--- src/rtl/lim_alert_pkg.sv ---
package lim_alert_pkg;
  localparam int unsigned NCH = 3;

  localparam logic [7:0] ADDR_CFG   = 8'h01;
  localparam logic [7:0] ADDR_SUM   = 8'h02;
  localparam logic [7:0] ADDR_HLIM  = 8'h20;
  localparam logic [7:0] ADDR_LLIM  = 8'h28;
  localparam logic [7:0] ADDR_HSTAT = 8'h35;
  localparam logic [7:0] ADDR_LSTAT = 8'h36;

  typedef struct packed {
    logic [2:0] run_code;
    logic       cmp_mode;
    logic       mask;
  } cfg_t;

  // thermometer code to run length; anything else means a single conversion
  function automatic logic [2:0] run_need(input logic [2:0] code);
    case (code)
      3'b001:  run_need = 3'd2;
      3'b011:  run_need = 3'd3;
      3'b111:  run_need = 3'd4;
      default: run_need = 3'd1;
    endcase
  endfunction

  // bit position of a channel flag inside a status byte
  function automatic int unsigned flag_bit(input int unsigned ch);
    case (ch)
      0:       flag_bit = 0;
      1:       flag_bit = 6;
      default: flag_bit = 7;
    endcase
  endfunction
endpackage

--- src/rtl/lim_cmp.sv ---
module lim_cmp #(
  parameter int unsigned DW = 8
) (
  input  logic [DW-1:0] val_i,
  input  logic [DW-1:0] hi_lim_i,
  input  logic [DW-1:0] lo_lim_i,
  output logic          hi_o,
  output logic          lo_o
);
  assign hi_o = (val_i >= hi_lim_i);
  assign lo_o = (val_i <= lo_lim_i);
endmodule

--- src/rtl/lim_status.sv ---
module lim_status #(
  parameter int unsigned N = 3
) (
  input  logic         clk_i,
  input  logic         rst_ni,
  input  logic         conv_i,
  input  logic [N-1:0] fault_i,
  input  logic         cmp_mode_i,
  input  logic         clr_i,
  output logic [N-1:0] stat_o
);
  logic [N-1:0] live_q, stat_q, stat_d;

  always_comb begin
    if (cmp_mode_i) begin
      stat_d = conv_i ? fault_i : live_q;
    end else begin
      stat_d = clr_i ? (stat_q & live_q) : stat_q;
      if (conv_i) stat_d = stat_d | fault_i;
    end
  end

  always_ff @(posedge clk_i or negedge rst_ni) begin
    if (!rst_ni) begin
      live_q <= '0;
      stat_q <= '0;
    end else begin
      if (conv_i) live_q <= fault_i;
      stat_q <= stat_d;
    end
  end

  assign stat_o = stat_q;

  // a flag raised by a conversion is present on the next cycle in latched mode
  a_r7_set_wins: assert property (@(posedge clk_i) disable iff (!rst_ni)
    (conv_i && !cmp_mode_i) |=> ((stat_q & $past(fault_i)) == $past(fault_i)));

  // a clearing read with no conversion keeps only live faults
  a_r6_clear_live: assert property (@(posedge clk_i) disable iff (!rst_ni)
    (clr_i && !conv_i && !cmp_mode_i) |=> (stat_q == $past(stat_q & live_q)));

  // comparator mode mirrors the conversion
  a_r10_follow: assert property (@(posedge clk_i) disable iff (!rst_ni)
    (conv_i && cmp_mode_i) |=> (stat_q == $past(fault_i)));
endmodule

--- src/rtl/lim_run_filter.sv ---
module lim_run_filter (
  input  logic       clk_i,
  input  logic       rst_ni,
  input  logic       conv_i,
  input  logic       any_i,
  input  logic [2:0] need_i,
  output logic       hit_o
);
  logic [2:0] cnt_q;

  always_ff @(posedge clk_i or negedge rst_ni) begin
    if (!rst_ni) begin
      cnt_q <= '0;
    end else if (conv_i) begin
      if (!any_i)                cnt_q <= '0;
      else if (cnt_q >= need_i)  cnt_q <= need_i;
      else                       cnt_q <= cnt_q + 3'd1;
    end
  end

  assign hit_o = (cnt_q >= need_i);

  // a conversion without faults resets the run
  a_r8_clean_resets: assert property (@(posedge clk_i) disable iff (!rst_ni)
    (conv_i && !any_i) |=> (cnt_q == 3'd0));

  // count never runs past the longest run length
  a_r8_no_overflow: assert property (@(posedge clk_i) disable iff (!rst_ni)
    cnt_q <= 3'd4);
endmodule

--- src/rtl/lim_alert.sv ---
module lim_alert
  import lim_alert_pkg::*;
#(
  parameter int unsigned DW = 8
) (
  input  logic            clk_i,
  input  logic            rst_ni,
  input  logic            conv_i,
  input  logic [NCH*DW-1:0] res_i,
  input  logic            we_i,
  input  logic            re_i,
  input  logic [7:0]      addr_i,
  input  logic [DW-1:0]   wdata_i,
  output logic [DW-1:0]   rdata_o,
  output logic            alert_no
);
  localparam int unsigned CFGW = $bits(cfg_t);

  cfg_t              cfg_q;
  logic [NCH-1:0][DW-1:0] hi_lim_q, lo_lim_q;
  logic [NCH-1:0]    hi_now, lo_now, hi_stat, lo_stat;
  logic              any_fault, run_hit, alert_act;
  logic [DW-1:0]     hi_byte, lo_byte;

  // configuration and limit registers
  always_ff @(posedge clk_i or negedge rst_ni) begin
    if (!rst_ni) begin
      cfg_q <= '0;
    end else if (we_i && addr_i == ADDR_CFG) begin
      cfg_q <= cfg_t'(wdata_i[CFGW-1:0]);
    end
  end

  for (genvar c = 0; c < NCH; c++) begin : g_ch
    always_ff @(posedge clk_i or negedge rst_ni) begin
      if (!rst_ni) begin
        hi_lim_q[c] <= '1;
        lo_lim_q[c] <= '0;
      end else if (we_i) begin
        if (addr_i == ADDR_HLIM + 8'(c)) hi_lim_q[c] <= wdata_i;
        if (addr_i == ADDR_LLIM + 8'(c)) lo_lim_q[c] <= wdata_i;
      end
    end

    lim_cmp #(.DW(DW)) u_cmp (
      .val_i    (res_i[c*DW +: DW]),
      .hi_lim_i (hi_lim_q[c]),
      .lo_lim_i (lo_lim_q[c]),
      .hi_o     (hi_now[c]),
      .lo_o     (lo_now[c])
    );
  end

  assign any_fault = (|hi_now) | (|lo_now);

  lim_status #(.N(NCH)) u_hi_stat (
    .clk_i      (clk_i),
    .rst_ni     (rst_ni),
    .conv_i     (conv_i),
    .fault_i    (hi_now),
    .cmp_mode_i (cfg_q.cmp_mode),
    .clr_i      (re_i && addr_i == ADDR_HSTAT),
    .stat_o     (hi_stat)
  );

  lim_status #(.N(NCH)) u_lo_stat (
    .clk_i      (clk_i),
    .rst_ni     (rst_ni),
    .conv_i     (conv_i),
    .fault_i    (lo_now),
    .cmp_mode_i (cfg_q.cmp_mode),
    .clr_i      (re_i && addr_i == ADDR_LSTAT),
    .stat_o     (lo_stat)
  );

  lim_run_filter u_run (
    .clk_i  (clk_i),
    .rst_ni (rst_ni),
    .conv_i (conv_i),
    .any_i  (any_fault),
    .need_i (run_need(cfg_q.run_code)),
    .hit_o  (run_hit)
  );

  always_comb begin
    hi_byte = '0;
    lo_byte = '0;
    for (int unsigned c = 0; c < NCH; c++) begin
      hi_byte[flag_bit(c)] = hi_stat[c];
      lo_byte[flag_bit(c)] = lo_stat[c];
    end
  end

  always_comb begin
    rdata_o = '0;
    case (addr_i)
      ADDR_CFG:   rdata_o[CFGW-1:0] = cfg_q;
      ADDR_SUM:   rdata_o[1:0] = {|hi_stat, |lo_stat};
      ADDR_HSTAT: rdata_o = hi_byte;
      ADDR_LSTAT: rdata_o = lo_byte;
      default: begin
        for (int unsigned c = 0; c < NCH; c++) begin
          if (addr_i == ADDR_HLIM + 8'(c)) rdata_o = hi_lim_q[c];
          if (addr_i == ADDR_LLIM + 8'(c)) rdata_o = lo_lim_q[c];
        end
      end
    endcase
  end

  assign alert_act = !cfg_q.mask && run_hit && ((|hi_stat) || (|lo_stat));
  assign alert_no  = !alert_act;

  // an asserted alert is never masked and always has a status bit behind it
  a_r9_alert_cause: assert property (@(posedge clk_i) disable iff (!rst_ni)
    !alert_no |-> (!cfg_q.mask && ((|hi_stat) || (|lo_stat))));

  // a conversion free of faults drops the alert on the next cycle
  a_r8_clean_drops_alert: assert property (@(posedge clk_i) disable iff (!rst_ni)
    (conv_i && !any_fault) |=> alert_no);
endmodule

--- config.mk ---
export PLATFORM = sky130hd
export DESIGN_NAME = lim_alert
export DESIGN_NICKNAME = d
export VERILOG_FILES = /design/src/rtl/lim_alert_pkg.sv /design/src/rtl/lim_cmp.sv /design/src/rtl/lim_status.sv /design/src/rtl/lim_run_filter.sv /design/src/rtl/lim_alert.sv
export SDC_FILE = /design/constraint.sdc
export NUM_CORES = 1
export LEC_CHECK = 0
export BUFFER_PORTS_ARGS = -buffer_cell sky130_fd_sc_hd__buf_2
export CAP_MARGIN = 20
export CORE_ASPECT_RATIO = 1.4
export CORE_MARGIN = 2
export CORE_UTILIZATION = 40
export DETAILED_ROUTE_END_ITERATION = 16
export GPL_ROUTABILITY_DRIVEN = 0
export SKIP_CTS_REPAIR_TIMING = 1
export SYNTH_ARGS = -nofsm -noshare
export SYNTH_HDL_FRONTEND = slang
export SYNTH_SLANG_ARGS = --single-unit
--- constraint.sdc ---
create_clock -name clk_i -period 6.25 [get_ports clk_i]
set_input_delay 0.625 -clock clk_i [delete_from_list [all_inputs] [get_ports clk_i]]
set_output_delay 0.625 -clock clk_i [all_outputs]
set_load 0.01 [all_outputs]
==> metrics.yaml <==
vias_per_cell: 5.60
first_pass_iters: 5
grt_pass1_vias: 3786
drv_slew: 0
cts_buffer_depth: 2
cts_tree: "yes"
synth.distinct_cells: 53
p_leak_uw: 0.00248
synthToLayoutAreaGrowth_pct: 14.1
cts-root-buf: "clkbuf_16"
reg2reg_depth: 9
track_usage: 0.215
setup_tns_ps: 0
synthCells: 491
yosys.area.top_type: "dfrtp_1"
ys_ff_latch: 68
cp_slowest_cell: "a311oi_1"
ys.flop_type: "dfrtp_1"
dieArea_um2: 12400
setup_viol: 0
crit_type: "input port to primary output"
drive_gt1_frac: 0.254
syn_area_um2: 4600
synth_top_area_share: 0.239
powerDensity_nw_per_um2: 244
syn_nets: 588
rsz0062_at_grt: "no"
numPortBuffers: 53
holdWs_ps: 483
start_util: 0.408
cts-htree-levels: 3
vias: 3826
cp_cell_sequence: "buf_2 -> nand2b_1 -> nor4_4 -> nand2_1 -> nor2_1 -> o2bb2ai_1 -> a222oi_1 -> a311oi_1 -> buf_2"
detail-route-antenna-nets: 0
min_period_ps: 3570
dp_hpwl_um: 9660
p_switching_uw: 373
cp-end-kind: "primary output"
cts_sinks: 68
drt_iter0_markers: 354
routed_wl_um: 12400
die_w_um: 94.7
cp-startpoint: "addr_i[4]"
cp_max_fo: 14
die_height_um: 131
hp-class: "input port to async pin"
final-hold-violation-count: 0
rrSetupSlack_ps: 3620
cp-endpoint: "rdata_o[5]"
rr_startpoint: "hi_lim_q[4]"
outcome: "complete, no violations"
diodes: 0
cp_common_cell: "buf_2"
synth-async-reset-ratio: 1.00
grt_pass1_wl_um: 20000
coreArea_um2: 11300
antenna_found_initial: 0
std_cell_rows: 46
grt.overflow.total: 0
ys_seq_area_frac: 0.376
clk_pin_slew_worst_paths_ps: 50
fin_nets: 631
wl_per_cell_um: 18.2
drc: 0
synth_edf_count: 0
slew_headroom: 0.303
clock_power_share: 0.392
maxCapViolations: 0
fin_crit_sh: 0.571
max_freq_mhz: 280
yosysWarnings: 0
cp.arrival_ps: 2940
clk_latency_ps: 330
vdd_ir_drop_max_v: 0.000160
ys_top_cells_by_area: "dfrtp_1 (24%), ha_1 (14%), dfstp_2 (14%)"
max_stage_delay_ps: 420
reg2reg_to: "u_run.cnt_q[1]"
cts_made_buffers: 9
syn_area_per_cell_um2: 9.38
p_comb_frac: 0.196
worstMarginPinSlew_ps: 1040
cp-start-kind: "input port"
switching_share: 0.291
required_ps: 5620
internal_power_uw: 910
grt_start_max_net_pins: 69
pin_count: 54
finalClockSkew_ps: 8.00
p_seq_frac: 0.412
routing by layer:
| metal | wire [µm] | GRT usage | share of wire | vias up |
|---|---|---|---|---|
| met2 | 6450 | 0.377 | 0.52 | 116 |
| met3 | 605 | 0.0310 | 0.049 | 16 |
| met1 | 5190 | 0.275 | 0.42 | 1826 |
| met5 | 0 | 0 | 0 | - |
| met4 | 191 | 0.0571 | 0.015 | 0 |
| li1 | - | - | - | 1868 |
how the worst min path moves through the flow:
stage,endpoint,cells after the start
after floorplan,cfg_q[0],0
after global placement,lo_lim_q[21],1
after detailed placement,lo_lim_q[21],1
after CTS,lo_lim_q[21],1
after global routing,lo_lim_q[21],1
final,u_lo_stat.live_q[2],2
cell usage in the layout (no fill, tap or decap), types with 6 or more instances in the layout:
master / Yosys / layout
clkbuf_16: 0 / 9
dfrtp_1: 44 / 44
dfstp_2: 24 / 24
buf_2: 7 / 53
nand2_1: 52 / 52
nor2b_1: 7 / 7
a21oi_1: 24 / 24
nand4_1: 7 / 7
inv_1: 53 / 53
nor2_1: 10 / 10
o22ai_1: 7 / 7
a221oi_1: 6 / 6
o211ai_1: 9 / 9
mux2_2: 33 / 33
o21ai_0: 60 / 60
ha_1: 52 / 52
nand2b_1: 11 / 11
nand3_1: 8 / 8
worst max-delay path: cells and delay by family:
kind                   cells  cell delay (ps)
AO/OA/AOI/OAI              3              730
buffers and inverters      2              330
AND/OR/NAND/NOR            4             1260
power by group through the flow:
stage / clock network (µW) / registers (µW) / logic, µW
floorplan: 0 / 521 / 168
global placement: 0 / 536 / 241
detailed placement: 0 / 536 / 251
CTS: 506 / 529 / 254
global route: 531 / 534 / 289
finish: 503 / 528 / 252
through the flow:
stage                     cells   util  area [µm²]  total power, µW  setup slack (ps)
after CTS                   683  0.466        5250             1290              2700
final                       683  0.466        5250             1280              2680
after global routing        683  0.466        5250             1350              2500
after global placement      667  0.439        4960              777              2830
after floorplan             491      -        4600              690              3570
after detailed placement    667  0.439        4960              787              2710
layout make-up:
class,count,area [µm²]
inverter,53,199
multi-input combinational,348,2570
clock buffer,10,229
timing repair buffer,54,273
sequential,68,1730
clock inverter,6,66.3
fill,1124,6030
tap,144,180
cells by family after synthesis:
family	share of synthesized area
buffers and inverters	0.0649
AO/OA/AOI/OAI	0.200
multiplexers	0.0807
XOR/XNOR	0.00190
AND/OR/NAND/NOR	0.135
flip-flops	0.376
adder cells (fa/ha/maj)	0.141
Yosys cell counts, drive strengths merged (5+ instances only):
cell type,count
o21ai,60
inv,53
nand2,53
ha,52
dfrtp,44
mux2,33
a21oi,24
dfstp,24
clkbuf,13
nand2b,11
nor2,11
nand3,10
buf,9
o211ai,9
nand4,7
nor2b,7
o22ai,7
a221oi,6
a21o,5
registers in the layout, summed over array words and instances, names as in the netlist:
name              flops
hi_lim_q             24
lo_lim_q             24
cfg_q                 5
u_hi_stat.live_q      3
u_hi_stat.stat_o      3
u_lo_stat.live_q      3
u_lo_stat.stat_o      3
u_run.cnt_q           3
Power figures use the tool's default switching activity.
